==> config.mk <==
export PLATFORM = sky130hd
export DESIGN_NAME = audcmd_decoder
export DESIGN_NICKNAME = d
export VERILOG_FILES = /design/src/rtl/audcmd_pkg.sv /design/src/rtl/audcmd_opdec.sv /design/src/rtl/audcmd_vol_chan.sv /design/src/rtl/audcmd_ctrl.sv /design/src/rtl/audcmd_decoder.sv
export SDC_FILE = /design/constraint.sdc
export NUM_CORES = 1
export LEC_CHECK = 0
export BUFFER_PORTS_ARGS = -buffer_cell sky130_fd_sc_hd__buf_2
export CAP_MARGIN = 20
export CELL_PAD_IN_SITES_DETAIL_PLACEMENT = 1
export CELL_PAD_IN_SITES_GLOBAL_PLACEMENT = 2
export CORE_MARGIN = 2
export CORE_UTILIZATION = 27
export CTS_CLUSTER_SIZE = 14
export DETAILED_ROUTE_END_ITERATION = 10
export PLACE_DENSITY = 0.77
export SLEW_MARGIN = 20
export SYNTH_ARGS = -nofsm -noshare
export SYNTH_HDL_FRONTEND = slang
export SYNTH_HIERARCHICAL = 1
export SYNTH_SLANG_ARGS = --single-unit
==> constraint.sdc <==
create_clock -name clk -period 1.1 [get_ports clk]
set_input_delay 0 -clock clk [delete_from_list [all_inputs] [get_ports clk]]
set_output_delay 0 -clock clk [all_outputs]
set_load 0.02 [all_outputs]
==> src/rtl/audcmd_pkg.sv <==
package audcmd_pkg;
  localparam int BYTE_W         = 8;
  localparam int COARSE_W       = 4;
  localparam int FINE_W         = 3;
  localparam int DB_W           = 7;
  localparam int COARSE_STEP_DB = 8;
  localparam int SEL_W          = 2;
  localparam int NUM_CH         = 2;
  localparam logic [DB_W-1:0] MUTE_DB = '1;

  // loudness encodings on loud_level
  localparam logic [SEL_W-1:0] LOUD_OFF = 2'd0;
  localparam logic [SEL_W-1:0] LOUD_10  = 2'd1;
  localparam logic [SEL_W-1:0] LOUD_20  = 2'd2;

  function automatic logic coarse_is_mute(input logic [COARSE_W-1:0] c);
    return c[COARSE_W-1:COARSE_W-2] == 2'b11;
  endfunction

  function automatic logic [DB_W-1:0] total_db(input logic [COARSE_W-1:0] c,
                                              input logic [FINE_W-1:0] f);
    int sum;
    sum = int'(c) * COARSE_STEP_DB + int'(f);
    if (coarse_is_mute(c)) return MUTE_DB;
    return DB_W'(sum);
  endfunction

  // command source code -> input number (0 = muted input)
  function automatic logic [SEL_W-1:0] src_from_code(input logic [SEL_W-1:0] code);
    case (code)
      2'b00:   return 2'd0;
      2'b01:   return 2'd2;
      2'b10:   return 2'd3;
      default: return 2'd1;
    endcase
  endfunction
endpackage

==> src/rtl/audcmd_opdec.sv <==
module audcmd_opdec
  import audcmd_pkg::*;
(
  input  logic              clk,
  input  logic              rst_n,
  input  logic              valid,
  input  logic [BYTE_W-1:0] data,
  output logic              vol_we,
  output logic              mld_we,
  output logic              src_we,
  output logic              tgt_we
);
  logic [2:0] prefix;
  assign prefix = data[BYTE_W-1:BYTE_W-3];

  always_comb begin
    vol_we = 1'b0;
    mld_we = 1'b0;
    src_we = 1'b0;
    tgt_we = 1'b0;
    if (valid) begin
      if (!prefix[2]) vol_we = 1'b1;
      else begin
        case (prefix[1:0])
          2'b00:   mld_we = 1'b1;
          2'b01:   src_we = 1'b1;
          2'b10:   tgt_we = 1'b1;
          default: ;
        endcase
      end
    end
  end

  p_onehot_we_r2: assert property (@(posedge clk) disable iff (!rst_n)
    $onehot0({vol_we, mld_we, src_we, tgt_we}));
  p_reserved_quiet_r2: assert property (@(posedge clk) disable iff (!rst_n)
    (valid && prefix == 3'b111) |-> !(vol_we || mld_we || src_we || tgt_we));
  p_no_strobe_quiet_r11: assert property (@(posedge clk) disable iff (!rst_n)
    !valid |-> !(vol_we || mld_we || src_we || tgt_we));
endmodule

==> src/rtl/audcmd_vol_chan.sv <==
module audcmd_vol_chan
  import audcmd_pkg::*;
(
  input  logic                clk,
  input  logic                rst_n,
  input  logic                we,
  input  logic                targeted,
  input  logic [COARSE_W-1:0] coarse_in,
  input  logic [FINE_W-1:0]   fine_in,
  output logic [COARSE_W-1:0] coarse,
  output logic [FINE_W-1:0]   fine,
  output logic                mute,
  output logic [DB_W-1:0]     atten_db
);
  logic wr_hit;
  assign wr_hit = we && targeted;

  always_ff @(posedge clk or negedge rst_n) begin
    if (!rst_n) begin
      coarse <= '0;
      fine   <= '0;
    end else if (wr_hit) begin
      coarse <= coarse_in;
      fine   <= fine_in;
    end
  end

  assign mute     = coarse_is_mute(coarse);
  assign atten_db = total_db(coarse, fine);

  p_untargeted_hold_r6: assert property (@(posedge clk) disable iff (!rst_n)
    !wr_hit |=> $stable({coarse, fine}));
  p_write_lands_r11: assert property (@(posedge clk) disable iff (!rst_n)
    wr_hit |=> (coarse == $past(coarse_in) && fine == $past(fine_in)));
  p_db_bound_r10: assert property (@(posedge clk) disable iff (!rst_n)
    !mute |-> atten_db <= DB_W'(11 * COARSE_STEP_DB + 7));
  p_mute_db_r5: assert property (@(posedge clk) disable iff (!rst_n)
    mute |-> atten_db == MUTE_DB);
endmodule

==> src/rtl/audcmd_ctrl.sv <==
module audcmd_ctrl
  import audcmd_pkg::*;
(
  input  logic              clk,
  input  logic              rst_n,
  input  logic              tgt_we,
  input  logic              mld_we,
  input  logic              src_we,
  input  logic [BYTE_W-1:0] data,
  output logic              tgt_left,
  output logic              tgt_right,
  output logic              smute_on,
  output logic              smute_fast,
  output logic [SEL_W-1:0]  loud_level,
  output logic [SEL_W-1:0]  src_sel
);
  logic is_loud_sub;
  assign is_loud_sub = data[2];

  always_ff @(posedge clk or negedge rst_n) begin
    if (!rst_n) begin
      tgt_left   <= 1'b1;
      tgt_right  <= 1'b1;
      smute_on   <= 1'b0;
      smute_fast <= 1'b0;
      loud_level <= LOUD_OFF;
      src_sel    <= 2'd1;
    end else begin
      if (tgt_we) begin
        tgt_left  <= data[1] | data[0];
        tgt_right <= data[1] | ~data[0];
      end
      if (mld_we) begin
        if (is_loud_sub) begin
          if (data[0])      loud_level <= LOUD_OFF;
          else if (data[1]) loud_level <= LOUD_20;
          else              loud_level <= LOUD_10;
        end else if (data[1]) begin
          smute_on <= 1'b0;
        end else begin
          smute_on   <= 1'b1;
          smute_fast <= data[0];
        end
      end
      if (src_we) src_sel <= src_from_code(data[1:0]);
    end
  end

  p_tgt_nonempty_r6: assert property (@(posedge clk) disable iff (!rst_n)
    tgt_left || tgt_right);
  p_loud_legal_r9: assert property (@(posedge clk) disable iff (!rst_n)
    loud_level != 2'd3);
  p_src_hold_r7: assert property (@(posedge clk) disable iff (!rst_n)
    !src_we |=> $stable(src_sel));
  p_mute_engage_r8: assert property (@(posedge clk) disable iff (!rst_n)
    (mld_we && !data[2] && !data[1]) |=> smute_on);
  p_speed_kept_r8: assert property (@(posedge clk) disable iff (!rst_n)
    (mld_we && !data[2] && data[1]) |=> (!smute_on && $stable(smute_fast)));
  p_loud_hold_r9: assert property (@(posedge clk) disable iff (!rst_n)
    !(mld_we && is_loud_sub) |=> $stable(loud_level));
endmodule

==> src/rtl/audcmd_decoder.sv <==
module audcmd_decoder
  import audcmd_pkg::*;
(
  input  logic        clk,
  input  logic        rst_n,
  input  logic        cmd_valid,
  input  logic [7:0]  cmd_byte,
  output logic [3:0]  left_coarse,
  output logic [2:0]  left_fine,
  output logic        left_mute,
  output logic [6:0]  left_atten_db,
  output logic [3:0]  right_coarse,
  output logic [2:0]  right_fine,
  output logic        right_mute,
  output logic [6:0]  right_atten_db,
  output logic        tgt_left,
  output logic        tgt_right,
  output logic        smute_on,
  output logic        smute_fast,
  output logic [1:0]  loud_level,
  output logic [1:0]  src_sel
);
  logic vol_we, mld_we, src_we, tgt_we;
  logic [NUM_CH-1:0]   ch_targeted;
  logic [COARSE_W-1:0] ch_coarse [NUM_CH];
  logic [FINE_W-1:0]   ch_fine   [NUM_CH];
  logic                ch_mute   [NUM_CH];
  logic [DB_W-1:0]     ch_db     [NUM_CH];

  audcmd_opdec u_opdec (
    .clk(clk), .rst_n(rst_n), .valid(cmd_valid), .data(cmd_byte),
    .vol_we(vol_we), .mld_we(mld_we), .src_we(src_we), .tgt_we(tgt_we)
  );

  audcmd_ctrl u_ctrl (
    .clk(clk), .rst_n(rst_n), .tgt_we(tgt_we), .mld_we(mld_we),
    .src_we(src_we), .data(cmd_byte),
    .tgt_left(tgt_left), .tgt_right(tgt_right),
    .smute_on(smute_on), .smute_fast(smute_fast),
    .loud_level(loud_level), .src_sel(src_sel)
  );

  // channel 0 = right, channel 1 = left
  assign ch_targeted = {tgt_left, tgt_right};

  for (genvar ch = 0; ch < NUM_CH; ch++) begin : g_chan
    audcmd_vol_chan u_vol (
      .clk(clk), .rst_n(rst_n), .we(vol_we), .targeted(ch_targeted[ch]),
      .coarse_in(cmd_byte[FINE_W+COARSE_W-1:FINE_W]),
      .fine_in(cmd_byte[FINE_W-1:0]),
      .coarse(ch_coarse[ch]), .fine(ch_fine[ch]),
      .mute(ch_mute[ch]), .atten_db(ch_db[ch])
    );
  end

  assign right_coarse   = ch_coarse[0];
  assign right_fine     = ch_fine[0];
  assign right_mute     = ch_mute[0];
  assign right_atten_db = ch_db[0];
  assign left_coarse    = ch_coarse[1];
  assign left_fine      = ch_fine[1];
  assign left_mute      = ch_mute[1];
  assign left_atten_db  = ch_db[1];

  p_reserved_no_change_r2: assert property (@(posedge clk) disable iff (!rst_n)
    (cmd_valid && cmd_byte[7:5] == 3'b111) |=>
      $stable({left_coarse, left_fine, right_coarse, right_fine, tgt_left,
               tgt_right, smute_on, smute_fast, loud_level, src_sel}));
endmodule

[Yosys cells after proc, flatten, opt, wreduce, memory -nomap -nowiden]
Index checks and enable logic that the tools add are counted.
W data, S select, Z words.
Word-level totals
  bits in registers: 22
  input bits: 11
Cells by class
  $add $sub $neg: 2
  equality and inequality tests: 6
  muxes and demuxes: 21
  bitwise operators: 5
  reductions and logical operators: 7
Operators by type and width (count)
  $mux W7: 4
  $add A7 B3 Y7: 2
  $mux W1: 14
  $eq A2 B2 Y1 const B: 4
  $pmux W2 S3: 1
  $eq A2 B1 Y1 const B: 2
  $logic_not A2 Y1: 2
  $mux W2: 2
  $reduce_and A2 Y1: 2
  $not A1 Y1: 3
  $reduce_and A3 Y1: 1
  $logic_and A1 B1 Y1: 2
  $or A1 B1 Y1: 2

[Logic depth before layout (Yosys ltp)]
  depth after elaboration: 5
  mapped depth: 4
  mapped depth without buffers: 4

[Modules after synthesis]
Netlist, hierarchy kept.
Modules (own cells, without submodules)
  audcmd_vol_chan: times used 2, cells an instance 24, area each 306.5 um^2, sequential area each 175.2 um^2
  audcmd_ctrl: times used 1, cells an instance 30, area each 389.1 um^2, sequential area each 203.9 um^2
  audcmd_opdec: times used 1, cells an instance 4, area each 42.5 um^2, sequential area each 0.0 um^2

[Worst setup path after synthesis]
OpenSTA, ideal clock, no wires.
  kind: flip-flop to flip-flop
  start point: register u_ctrl.tgt_right
  end point: register g_chan[0].u_vol.coarse[0]
  arrival time: 979 ps
  slack: -4 ps
  cell stages (with the launch flop): 3
  path buffers: 0
  path through: dfstp_2 nand2_2 mux2_2
On the way
  longest elaborated chain between the ends: 1
RTL lines
  start: declaration: line audcmd_ctrl.sv:11  | output logic tgt_right,
  start signal: assignment: line audcmd_ctrl.sv:31  | tgt_right <= data[1] | ~data[0];
  $logic_and A1 B1 Y1: line audcmd_vol_chan.sv:16  | assign wr_hit = we && targeted;
  end signal: assignment: line audcmd_vol_chan.sv:23  | coarse <= coarse_in;
  end: declaration: line audcmd_vol_chan.sv:10  | output logic [COARSE_W-1:0] coarse,
No other way between the ends.
A chain may end at the register's enable or synchronous reset.

[Final worst setup path]
  start point: register u_ctrl.tgt_right
  end point: register g_chan[0].u_vol.fine[2]
On the way
  longest elaborated chain between the ends: 1
RTL lines
  $logic_and A1 B1 Y1: line audcmd_vol_chan.sv:16
  end signal: assignment: line audcmd_vol_chan.sv:24  | fine <= fine_in;
  end: declaration: line audcmd_vol_chan.sv:11  | output logic [FINE_W-1:0] fine,
No other way between the ends.

==> summary.md <==
| Metric | Value |
|---|---|
| Worst EP required | 1.25 ns |
| Commonest non-fill, non-tap cell in the layout | buf_2 |
| Synthesized area | 1045 µm² |
| Synth Area in Simple Gates | 0.1485 |
| Logic gate share of total power | 0.403 |
| Antenna viol nets, final | 0 |
| Internal power | 2.016 mW |
| Detailed-route DRC error count | 0 |
| Initial Util | 0.2832 |
| Synth Area in Compound Gates | 0.01198 |
| Distinct cells, synth | 18 |
| Die Y | 66.21 µm |
| Arrival @ worst endpoint | ~1.2 ns |
| Critical path peak fanout | 7 |
| Die Width | 66.21 µm |
| Final hold viol count | 0 |
| CP cell instances | nand2_4 > mux2_2 |
| Dpl hpwl | 1879 µm |
| Count of final max-slew check failures | 0 |
| Crit path kind | reg -> reg |
| Clock slew at reported path FFs | 0.08 ns |
| Switching power | 1.120 mW |
| Setup-failing EPs final | 0 |
| Initial antenna violation count | 0 |
| Worst hold path class | in -> reg |
| Post-synthesis adder-cell area fraction | 0.05988 |
| Clk network pwr share | 0.239 |
| CTS root buffer | clkbuf_8 |
| Maxcap violations | 0 |
| Pre-antenna DRT Iters | 4 |
| Synth top area share | 0.4551 |
| TritonCTS Sinks | 22 |
| Number of H-tree levels | 1 |
| Reg2Reg Setup Slack | 0.05 ns |
| Fmax | roughly 0.95 GHz |
| Cell Rows | 22 |
| Syn avg cell area | 12.74 µm² |
| Slowest CP cell | dfstp_2 |
| Mux share of post-synthesis cell area | 0.2132 |
| Slew margin rel. | 0.6677 |
| First-pass GRT wire length | around 4000 µm |
| Hold Slack | 0.06605 ns |
| IO Count | ~50 |
| WL/cell | 13.34 µm |
| Power, Total | 3.137 mW |
| CP top delay family | flip-flops |
| Reg2reg path depth | 2 |
| WP buf/inv | 0 |
| Vias in the first global route | around 820 |
| Vias | around 800 |
| Layout area overhead | 46.35% |
| Placed cell count | 177 |
| Synth warn | 6 |
| Worst slew pin tran | 0.4984 ns |
| Min Clock Period, post-route | between 1 and 1.5 ns |
| Mapped Cells | 82 |
| Hold Crit Depth | 2 |
| Cell taking the most area after synthesis | dfrtp_1 |
| Worst setup EP type | flop |
| Peak VDD IR | 0.001029 V |
| Max Root-Sink Buffers | 2 |
| CORE AREA | 3689 µm² |
| Syn nets | 98 |
| Worst stage delay on the critical path | 0.57 ns |
| Largest family of logic cells by synthesized area | multiplexers |
| CP Launch Type | flop |
| Sw Share | 0.3572 |
| Outcome | complete, no violations |
| Clock Latency Late Sink | ~0.26 ns |
| Post-synthesis sequential area ratio | 0.5305 |
| Initial DRC Count | 5 |
| Final global-route overflow total | 0 |
| TritonCTS clock tree | built |
| Fin crit share | 0.9591 |
| Final net count | approximately 160 |
| Most frequent cells in the layout | buf_2, dfrtp_1, mux2_2, nand2b_1 |
| #FFs+latches synth | 22 |
| GP Congestion | between 0.7 and 0.8 |
| Via/cell ratio | around 4.3 |
| Cell Count, Final, Fillers Out | 187 |
| LEAKAGE | 0.7901 nW |
| Worst r2r src | u_ctrl/tgt_right |
| Flop pwr share | 0.359 |
| Die area | 4383 µm² |
| Most area-consuming cells after synthesis | dfrtp_1, mux2_2, dfstp_2 |
| Number of diodes | 0 |
| Layout Skew | 0.002845 ns |
| Unrepaired setup endpoints after global routing | true |
| Total Wirelength | 2495 µm |
| End of the worst hold path | u_ctrl/smute_fast |
| CTS buffer count | 3 |
| PwrDens | 2052 nW/µm² |
| Placed Area | 1353 µm² |
| Layout cell share with drive strength beyond 1 | 0.5971 |
| Post-layout instance area | 1529 µm² |
| FF-to-FF End | g_chan[0].u_vol/fine[2] |
| IO buf count | 48 |
| Synth Area in XOR/XNOR | 0 |
| Worst hold start | cmd_byte[0] |
| Largest net degree at the start of global routing | 23 |
| GRT Total Usage | 0.1202 |
[per-stage QoR]
stage	util	worst slack, ns	setup TNS [ns]
after global placement	0.3667	0.02393	0
after global routing	0.4145	-0.03102	-0.08131
final	0.4145	0.04501	0
after detailed placement	0.3667	0.01137	0
after CTS	0.3955	0.002021	0
after floorplan	-	-0.004047	-0.05666
[layer usage]
layer  wire length, µm  track usage
met5                 0            0
met4                 0     0.007653
met3               176      0.03918
met2              1308       0.2213
met1              1009       0.1409
[sequential cells by signal, indices dropped and copies added, names as in the netlist]
| register | flops |
|---|---|
| u_ctrl/smute_fast | 1 |
| g_chan.u_vol/coarse | 8 |
| u_ctrl/smute_on | 1 |
| u_ctrl/tgt_left | 1 |
| u_ctrl/loud_level | 2 |
| g_chan.u_vol/fine | 6 |
| u_ctrl/tgt_right | 1 |
| u_ctrl/src_sel | 2 |
[cell type report]
cell class	count	area, µm²
Timing Repair Buffer	57	352.8
Tap cell	48	60.06
Sequential cell	22	554.3
Multi-Input combinational cell	50	467.9
Fill cell	422	2160
Inverter	6	22.52
Clock inverter	1	30.03
Clock buffer	3	41.29
[power groups by stage]
stage          combinational (mW)  clock, mW  sequential [mW]
6_report                     1.26      0.748             1.13
5_1_grt                      1.36      0.795             1.16
4_1_cts                      1.15      0.767             1.13
3_5_place_dp                 1.13          0             1.13
3_3_place_gp                 1.12          0             1.12
2_1_floorplan               0.504          0             1.33
[cell usage after synthesis]
master and count:
a21o_1 1, a21oi_1 1, and2b_1 1, and4b_2 2, and4bb_1 1, clkbuf_1 4
dfrtp_1 19, dfstp_2 3, ha_1 5, inv_1 6, mux2_1 3, mux2_2 15
mux2i_1 2, nand2_1 3, nand2_2 2, nand2b_1 11, nor2_1 2, nor3b_2 1
[cell families after synthesis]
family | count (synthesis)
AO/OA/AOI/OAI | 2
flip-flops | 22
AND/OR/NAND/NOR | 23
buffers and inverters | 10
adder cells (fa/ha/maj) | 5
multiplexers | 20
[what timing repair did]
action                     4_1_cts  5_1_grt
hold endpoints to repair        23        0
gates resized for setup          2       14
buffers inserted                 0        3
hold buffers                     3        0
setup endpoints to repair        9       25
pin swaps                        0        2
[how the worst max path moves through the flow]
stage	cells after the start	slack (ns)	to	start
global route	3	-0.03	right_atten_db[2]	g_chan[0].u_vol/coarse[3]
global placement	2	0.02	g_chan[1].u_vol/fine[2]	u_ctrl/tgt_left
floorplan	2	-0.004	g_chan[0].u_vol/coarse[0]	u_ctrl/tgt_right
detailed placement	4	0.01	u_ctrl/smute_fast	cmd_byte[5]
CTS	2	0.002	g_chan[1].u_vol/coarse[3]	u_ctrl/tgt_left
finish	2	0.05	g_chan[0].u_vol/fine[2]	u_ctrl/tgt_right
Power figures use the tool's default switching activity.
